File: config.mk
export PLATFORM = sky130hd
export DESIGN_NAME = ddc_edid_reader
export DESIGN_NICKNAME = d
export VERILOG_FILES = /design/src/rtl/ddc_edid_reader.sv
export SDC_FILE = /design/constraint.sdc
export NUM_CORES = 1
export LEC_CHECK = 0
export BUFFER_PORTS_ARGS = -buffer_cell sky130_fd_sc_hd__buf_2
export CAP_MARGIN = 20
export CORE_ASPECT_RATIO = 1.25
export CORE_UTILIZATION = 40
export CTS_CLUSTER_SIZE = 8
export DETAILED_ROUTE_END_ITERATION = 7
export PLACE_DENSITY_LB_ADDON = 0.3
export SYNTH_ARGS = -nofsm -noshare
export SYNTH_HDL_FRONTEND = slang
export SYNTH_SLANG_ARGS = --single-unit
export TNS_END_PERCENT = 30
File: constraint.sdc
create_clock -name clk -period 10.48 [get_ports clk]
set_input_delay 1.048 -clock clk [delete_from_list [all_inputs] [get_ports clk]]
set_output_delay 1.048 -clock clk [all_outputs]
set_load 0.005 [all_outputs]
File: src/rtl/ddc_edid_reader.sv
module ddc_edid_reader #(
  parameter int CLK_DIV     = 500,
  parameter int FIFO_DEPTH  = 16,
  parameter int LOW_TIMEOUT = 50000
) (
  input  logic       clk,
  input  logic       rst_n,
  input  logic       cmd_wr,
  input  logic [3:0] cmd,
  input  logic [7:0] seg_reg,
  input  logic [7:0] addr_reg,
  input  logic [7:0] offs_reg,
  input  logic [7:0] cnt_lo,
  input  logic [1:0] cnt_hi,
  input  logic       data_rd,
  output logic [7:0] data_out,
  output logic [7:0] status,
  output logic       scl_o,
  input  logic       scl_i,
  output logic       sda_o,
  input  logic       sda_i
);
  localparam int DW = $clog2(CLK_DIV) + 1;
  localparam int LW = $clog2(LOW_TIMEOUT + 1);
  localparam int AW = (FIFO_DEPTH > 1) ? $clog2(FIFO_DEPTH) : 1;

  typedef enum logic [1:0] {S_IDLE, S_RUN, S_CLR} state_t;
  typedef enum logic [2:0] {K_START, K_TX, K_RX, K_STOP, K_RCV} kind_t;

  state_t        state;
  kind_t         kind;
  logic [3:0]    stp, nxt, bitn;
  logic [1:0]    q;
  logic [DW-1:0] div;
  logic [LW-1:0] lowc;
  logic [7:0]    sh, seg_q, addr_q, off_q, txb;
  logic [9:0]    rem;
  logic          f_low, f_nack, scl_d, sda_d, last_bit;
  logic          abort_c, hold_scl, hold_fifo, tick, push, pop, full, empty;

  logic [7:0]    mem [FIFO_DEPTH];
  logic [AW-1:0] wp, rp;
  logic [AW:0]   cnt;

  always_comb begin
    case (stp)
      4'd0, 4'd3, 4'd6:             kind = K_START;
      4'd1, 4'd2, 4'd4, 4'd5, 4'd7: kind = K_TX;
      4'd8:                         kind = K_RX;
      4'd10:                        kind = K_RCV;
      default:                      kind = K_STOP;
    endcase
    case (stp)
      4'd1:    txb = 8'h60;
      4'd2:    txb = seg_q;
      4'd4:    txb = {addr_q[7:1], 1'b0};
      4'd5:    txb = off_q;
      4'd7:    txb = {addr_q[7:1], 1'b1};
      default: txb = 8'h00;
    endcase
    case (stp)
      4'd5:    nxt = (rem == 10'd0) ? 4'd9 : 4'd6;
      4'd8:    nxt = (rem == 10'd1) ? 4'd9 : 4'd8;
      4'd10:   nxt = 4'd9;
      default: nxt = stp + 4'd1;
    endcase
  end

  assign last_bit = (kind == K_START || kind == K_STOP) ? 1'b1 : (bitn == 4'd8);

  always_comb begin
    scl_d = 1'b1;
    sda_d = 1'b1;
    if (state == S_RUN) begin
      case (kind)
        K_START: begin scl_d = (q == 2'd1) || (q == 2'd2); sda_d = (q <= 2'd1); end
        K_STOP:  begin scl_d = (q != 2'd0); sda_d = (q >= 2'd2); end
        default: begin
          scl_d = (q == 2'd1) || (q == 2'd2);
          if (kind == K_TX && bitn < 4'd8) sda_d = txb[3'(4'd7 - bitn)];
          else if (kind == K_RX && bitn == 4'd8) sda_d = (rem == 10'd1);
        end
      endcase
    end
  end

  assign scl_o     = scl_d;
  assign sda_o     = sda_d;
  assign full      = (cnt == (AW+1)'(FIFO_DEPTH));
  assign empty     = (cnt == '0);
  assign abort_c   = (state == S_RUN) && cmd_wr && (cmd == 4'hF);
  assign hold_scl  = (state == S_RUN) && scl_d && !scl_i;
  assign hold_fifo = (state == S_RUN) && (kind == K_RX) && (bitn == 4'd0) && (q == 2'd0) && full;
  assign tick      = (state == S_RUN) && !abort_c && !hold_scl && !hold_fifo && (div == '0);
  assign push      = tick && (kind == K_RX) && (q == 2'd3) && (bitn == 4'd7);
  assign pop       = data_rd && !empty;
  assign data_out  = mem[rp];
  assign status    = {1'b0, f_low, f_nack, state != S_IDLE, 1'b0, empty, 2'b00};

  always_ff @(posedge clk or negedge rst_n) begin
    if (!rst_n) begin
      state <= S_IDLE; stp <= 4'd9; q <= '0; bitn <= '0; div <= '0; lowc <= '0;
      sh <= '0; rem <= '0; seg_q <= '0; addr_q <= '0; off_q <= '0;
      f_low <= 1'b0; f_nack <= 1'b0;
    end else begin
      case (state)
        S_IDLE: if (cmd_wr) begin
          q <= '0; bitn <= '0; lowc <= '0; div <= DW'(CLK_DIV - 1);
          case (cmd)
            4'h2, 4'h4: begin
              state <= S_RUN; stp <= (cmd == 4'h4) ? 4'd0 : 4'd3;
              seg_q <= seg_reg; addr_q <= addr_reg; off_q <= offs_reg;
              rem <= {cnt_hi, cnt_lo}; f_low <= 1'b0; f_nack <= 1'b0;
            end
            4'hA: begin state <= S_RUN; stp <= 4'd10; f_low <= 1'b0; f_nack <= 1'b0; end
            4'h9: state <= S_CLR;
            4'hF: begin state <= S_RUN; stp <= 4'd9; end
            default: ;
          endcase
        end
        S_CLR: state <= S_IDLE;
        default: begin
          if (abort_c) begin
            stp <= 4'd9; q <= '0; bitn <= '0; lowc <= '0; div <= DW'(CLK_DIV - 1);
          end else if (hold_scl) begin
            if (lowc == LW'(LOW_TIMEOUT - 1)) begin f_low <= 1'b1; state <= S_IDLE; end
            else lowc <= lowc + LW'(1);
          end else begin
            lowc <= '0;
            if (div != '0) div <= div - DW'(1);
            else if (tick) begin
              div <= DW'(CLK_DIV - 1);
              if (kind == K_START && q == 2'd1 && !sda_i) begin
                f_low <= 1'b1; state <= S_IDLE;
              end else if (kind == K_TX && bitn == 4'd8 && q == 2'd2 && sda_i) begin
                f_nack <= 1'b1; stp <= 4'd9; q <= '0; bitn <= '0;
              end else begin
                if (kind == K_RX && q == 2'd2 && bitn < 4'd8) sh <= {sh[6:0], sda_i};
                if (kind == K_RX && q == 2'd3 && bitn == 4'd8) rem <= rem - 10'd1;
                if (q == 2'd3) begin
                  if (last_bit) begin
                    bitn <= '0;
                    if (stp == 4'd9) state <= S_IDLE; else stp <= nxt;
                  end else bitn <= bitn + 4'd1;
                end
                q <= q + 2'd1;
              end
            end
          end
        end
      endcase
    end
  end

  always_ff @(posedge clk) if (push) mem[wp] <= sh;

  always_ff @(posedge clk or negedge rst_n) begin
    if (!rst_n) begin
      wp <= '0; rp <= '0; cnt <= '0;
    end else if (state == S_CLR) begin
      wp <= '0; rp <= '0; cnt <= '0;
    end else begin
      if (push) wp <= (wp == AW'(FIFO_DEPTH - 1)) ? '0 : wp + AW'(1);
      if (pop)  rp <= (rp == AW'(FIFO_DEPTH - 1)) ? '0 : rp + AW'(1);
      cnt <= cnt + (AW+1)'(push) - (AW+1)'(pop);
    end
  end

  a_r2_busy_after_cmd: assert property (@(posedge clk) disable iff (!rst_n)
    (state == S_IDLE && cmd_wr && (cmd == 4'h2 || cmd == 4'h4 || cmd == 4'h9 || cmd == 4'hA || cmd == 4'hF))
    |=> status[4]);
  a_r3_sda_steady_high_scl: assert property (@(posedge clk) disable iff (!rst_n)
    (state == S_RUN && (kind == K_TX || kind == K_RX || kind == K_RCV) && $past(state) == S_RUN
     && $past(scl_o) && scl_o && !$past(abort_c)) |-> $stable(sda_o));
  a_r5_rx_count_live: assert property (@(posedge clk) disable iff (!rst_n)
    (state == S_RUN && kind == K_RX) |-> rem != 10'd0);
  a_r6_nack_to_stop: assert property (@(posedge clk) disable iff (!rst_n)
    $rose(f_nack) |-> (state == S_RUN && stp == 4'd9 && q == 2'd0));
  a_r7_low_ends_cmd: assert property (@(posedge clk) disable iff (!rst_n)
    $rose(f_low) |-> (state == S_IDLE && scl_o && sda_o));
  a_r9_no_overflow: assert property (@(posedge clk) disable iff (!rst_n)
    push |-> !full);
endmodule

==> metrics.txt <==
RSZ-0062 raised after global routing=no; Cell variety after synth=82; via count=7109; critical-path cell list=inv_1, ha_1, nor2b_1, a32oi_1, or2_2, a221oi_1, a311oi_1, o41ai_1, buf_2; CP bufs+invs=2; Max clock buf depth=3; I/O pins=62; slew of the pin with the lowest slew margin=1.03 ns; WL/cell=18.4 um; hold wc startpoint=div[8]$_DFFE_PN0P_; number of port buffers=56; DRT iter0 DRCs=402; switching power=969 uW; Mapped Avg Cell Area=12.3 um2; crit path max fanout=9; Commonest cells post-synth=edfxtp_1, dfrtp_1, nor2_1; Area contributors post-synth=edfxtp_1, dfrtp_1, mux4_2; status=finished clean; largest net degree at the start of global routing=51; # nets final=998; CTS H-tree depth=1; initial core utilization=0.412; Worst-path clk slew=0.05 ns; Slew Viols, Final=0; Setup TNS=0 ns; CTS tree=built; Final HPWL DP=15.7 mm; Antenna diodes=0; internal power=1.95 mW; fin crit period=4.25 ns; root buffer cell=clkbuf_16; Storage cell area=6200 um2; Worst setup SP type=flop; EDFF count, synth=128; slowest stage delay, CP=0.48 ns; period utilization=0.405; Area Growth Syn to Fin=13.4%; via-per-instance ratio=5.52; mux cell area share after synthesis=0.105; pre-CTS WS=6.51 ns; Max-Cap Viols=0; Placer Congestion=0.836; Gates resized, CTS repair=0; Seq cells post-synth=222; final std cells w/o fill=1288; Sinks on Clock Net=222; most numerous cell in the Yosys netlist=edfxtp_1; top_reg_cell synth=edfxtp_1; Pwr Total=2.92 mW; combinational family with the most area after synthesis=compound AO/OA/AOI/OAI gates; Pwr per Cell Area=238 nW/um2; Hold Fails Final Rpt=0; sw frac=0.332; relative slew slack=0.310; synth warn=0; Util after Layout=0.467; FF-to-FF End=cnt[4]$_DFF_PN0_; Setup crit end kind=primary output; Final Setup Violations=0; antenna violations before repair=0; Simple-Gate Fraction of Synth Area=0.118; r2r setup slk=6.53 ns; post-synth top area share=0.355; critical path arrival=3.20 ns; first-pass GRT wire length=38.7 mm; Leakage=4.92 nW; CP max stage cell=nor2b_1; Worst Setup EP=sda_o; min-delay worst type=flop to flop; Die X=149 um; total global-route track usage=0.178; Die Area=27700 um2; Worst Setup SP=stp[0]$_DFFE_PN1P_; Worst-Skew Late Latency=0.53 ns; Worst Clk Skew=0.0111 ns; fmax=236 MHz; GR Overflow Total=0; fraction of registers with async set/reset=0.423; Pre-antenna DRT Iters=5; Worst IR Drop VDD=0.000132 V; CTS Hold Bufs=0; register area share after synthesis=0.573; CP Class=flop to primary output; Yosys top cell by area=edfxtp_1; Comb pwr share=0.304; share of layout cells above drive strength 1=0.186; Synth Area in Adders=0.0319; compound-cell area share of the yosys netlist=0.127; Clock power frac=0.308; Mapped Area=10800 um2; CTS Buf Count=31; worst path required time=9.43 ns; Reg2Reg Depth=15; multi-input logic area=4270 um2; die height=186 um; number of stages on the worst setup path=9; post-synthesis xor/xnor area fraction=0.0121; vias in the first global route=7346; setup ws final=6.23 ns; Routed WL=23.7 mm; post-CTS setup buffers=0; Rows=66; RR Startpoint=stp[0]$_DFFE_PN1P_; DRC Markers=0; sequential power share=0.388; Synth Instances=876; CP top delay family=compound AO/OA/AOI/OAI gates; fill count=2435; total core area=26300 um2; DRT antenna net count=0; placed insts=1233
layer usage:
layer  wire length (um)  share of wire  GRT usage
met5                  0              0          0
met4                395          0.017     0.0502
met3               1030          0.044     0.0270
met2              12100           0.51      0.318
met1              10200           0.43      0.222
registers in the layout (all words and copies together), names as in the netlist, 5 cells and up:
signal	count
div	10
addr_q	7
sh	8
lowc	16
cnt	5
rem	10
seg_q	8
mem	128
off_q	8
cell usage in the layout (no fill, tap or decap), drive strengths merged, types with 32 or more instances in the layout:
master / n
buf: 65
dfrtp: 92
edfxtp: 128
nor2: 59
o21ai: 59
a21oi: 48
nand2: 52
clkbuf: 54
mux2: 39
inv: 32
worst register-to-register path, cell delays in order (launching register included):
cell and delay, ns:
dfstp_2 0.60, inv_1 0.12, ha_1 0.32, and2b_1 0.31
o211ai_2 0.18, a311oi_2 0.50, and3_1 0.56, ha_1 0.27
inv_1 0.06, fa_1 0.39, inv_1 0.07, a21oi_1 0.06
nor2_1 0.09, nor2_1 0.06, xnor2_1 0.15, nor2_1 0.05
worst min-delay path by stage:
stage,endpoint,slack [ns],depth (start not counted)
floorplan,div[8]$_DFFE_PN0P_,0.45,1
global placement,div[8]$_DFFE_PN0P_,0.48,1
detailed placement,div[8]$_DFFE_PN0P_,0.48,1
CTS,div[8]$_DFFE_PN0P_,0.49,1
global route,addr_q[3]$_DFFE_PN0P_,0.52,1
finish,div[8]$_DFFE_PN0P_,0.50,1
kinds of logic after synthesis:
| logic type | count (synthesis) |
|---|---|
| compound gates | 201 |
| xor+xnor | 15 |
| fa+ha+maj | 27 |
| buf+inv | 83 |
| flops | 222 |
| mux | 86 |
| other cells | 1 |
| simple gates | 241 |
stage by stage:
stage / hold slack (ns) / area [um2]
after floorplan: 0.452 / 10800
after global placement: 0.477 / 11400
after detailed placement: 0.483 / 11400
after CTS: 0.490 / 12200
after global routing: 0.525 / 12300
final: 0.503 / 12300
area by class of cell:
cell class | count | share of cell area
Clock buffer | 54 | 0.0711
Inverter | 33 | 0.0101
Sequential cell | 222 | 0.505
Tap cell | 340 | 0.0347
Timing Repair Buffer | 65 | 0.0302
Multi-Input combinational cell | 574 | 0.348
power groups by stage:
stage	clock, mW	sequential (mW)	combinational (mW)
floorplan	0	1.09	0.691
global placement	0	1.15	0.884
detailed placement	0	1.15	0.894
CTS	0.922	1.13	0.900
global route	0.963	1.15	0.989
finish	0.901	1.13	0.888
Note: power is estimated with default switching activity, not from simulation.
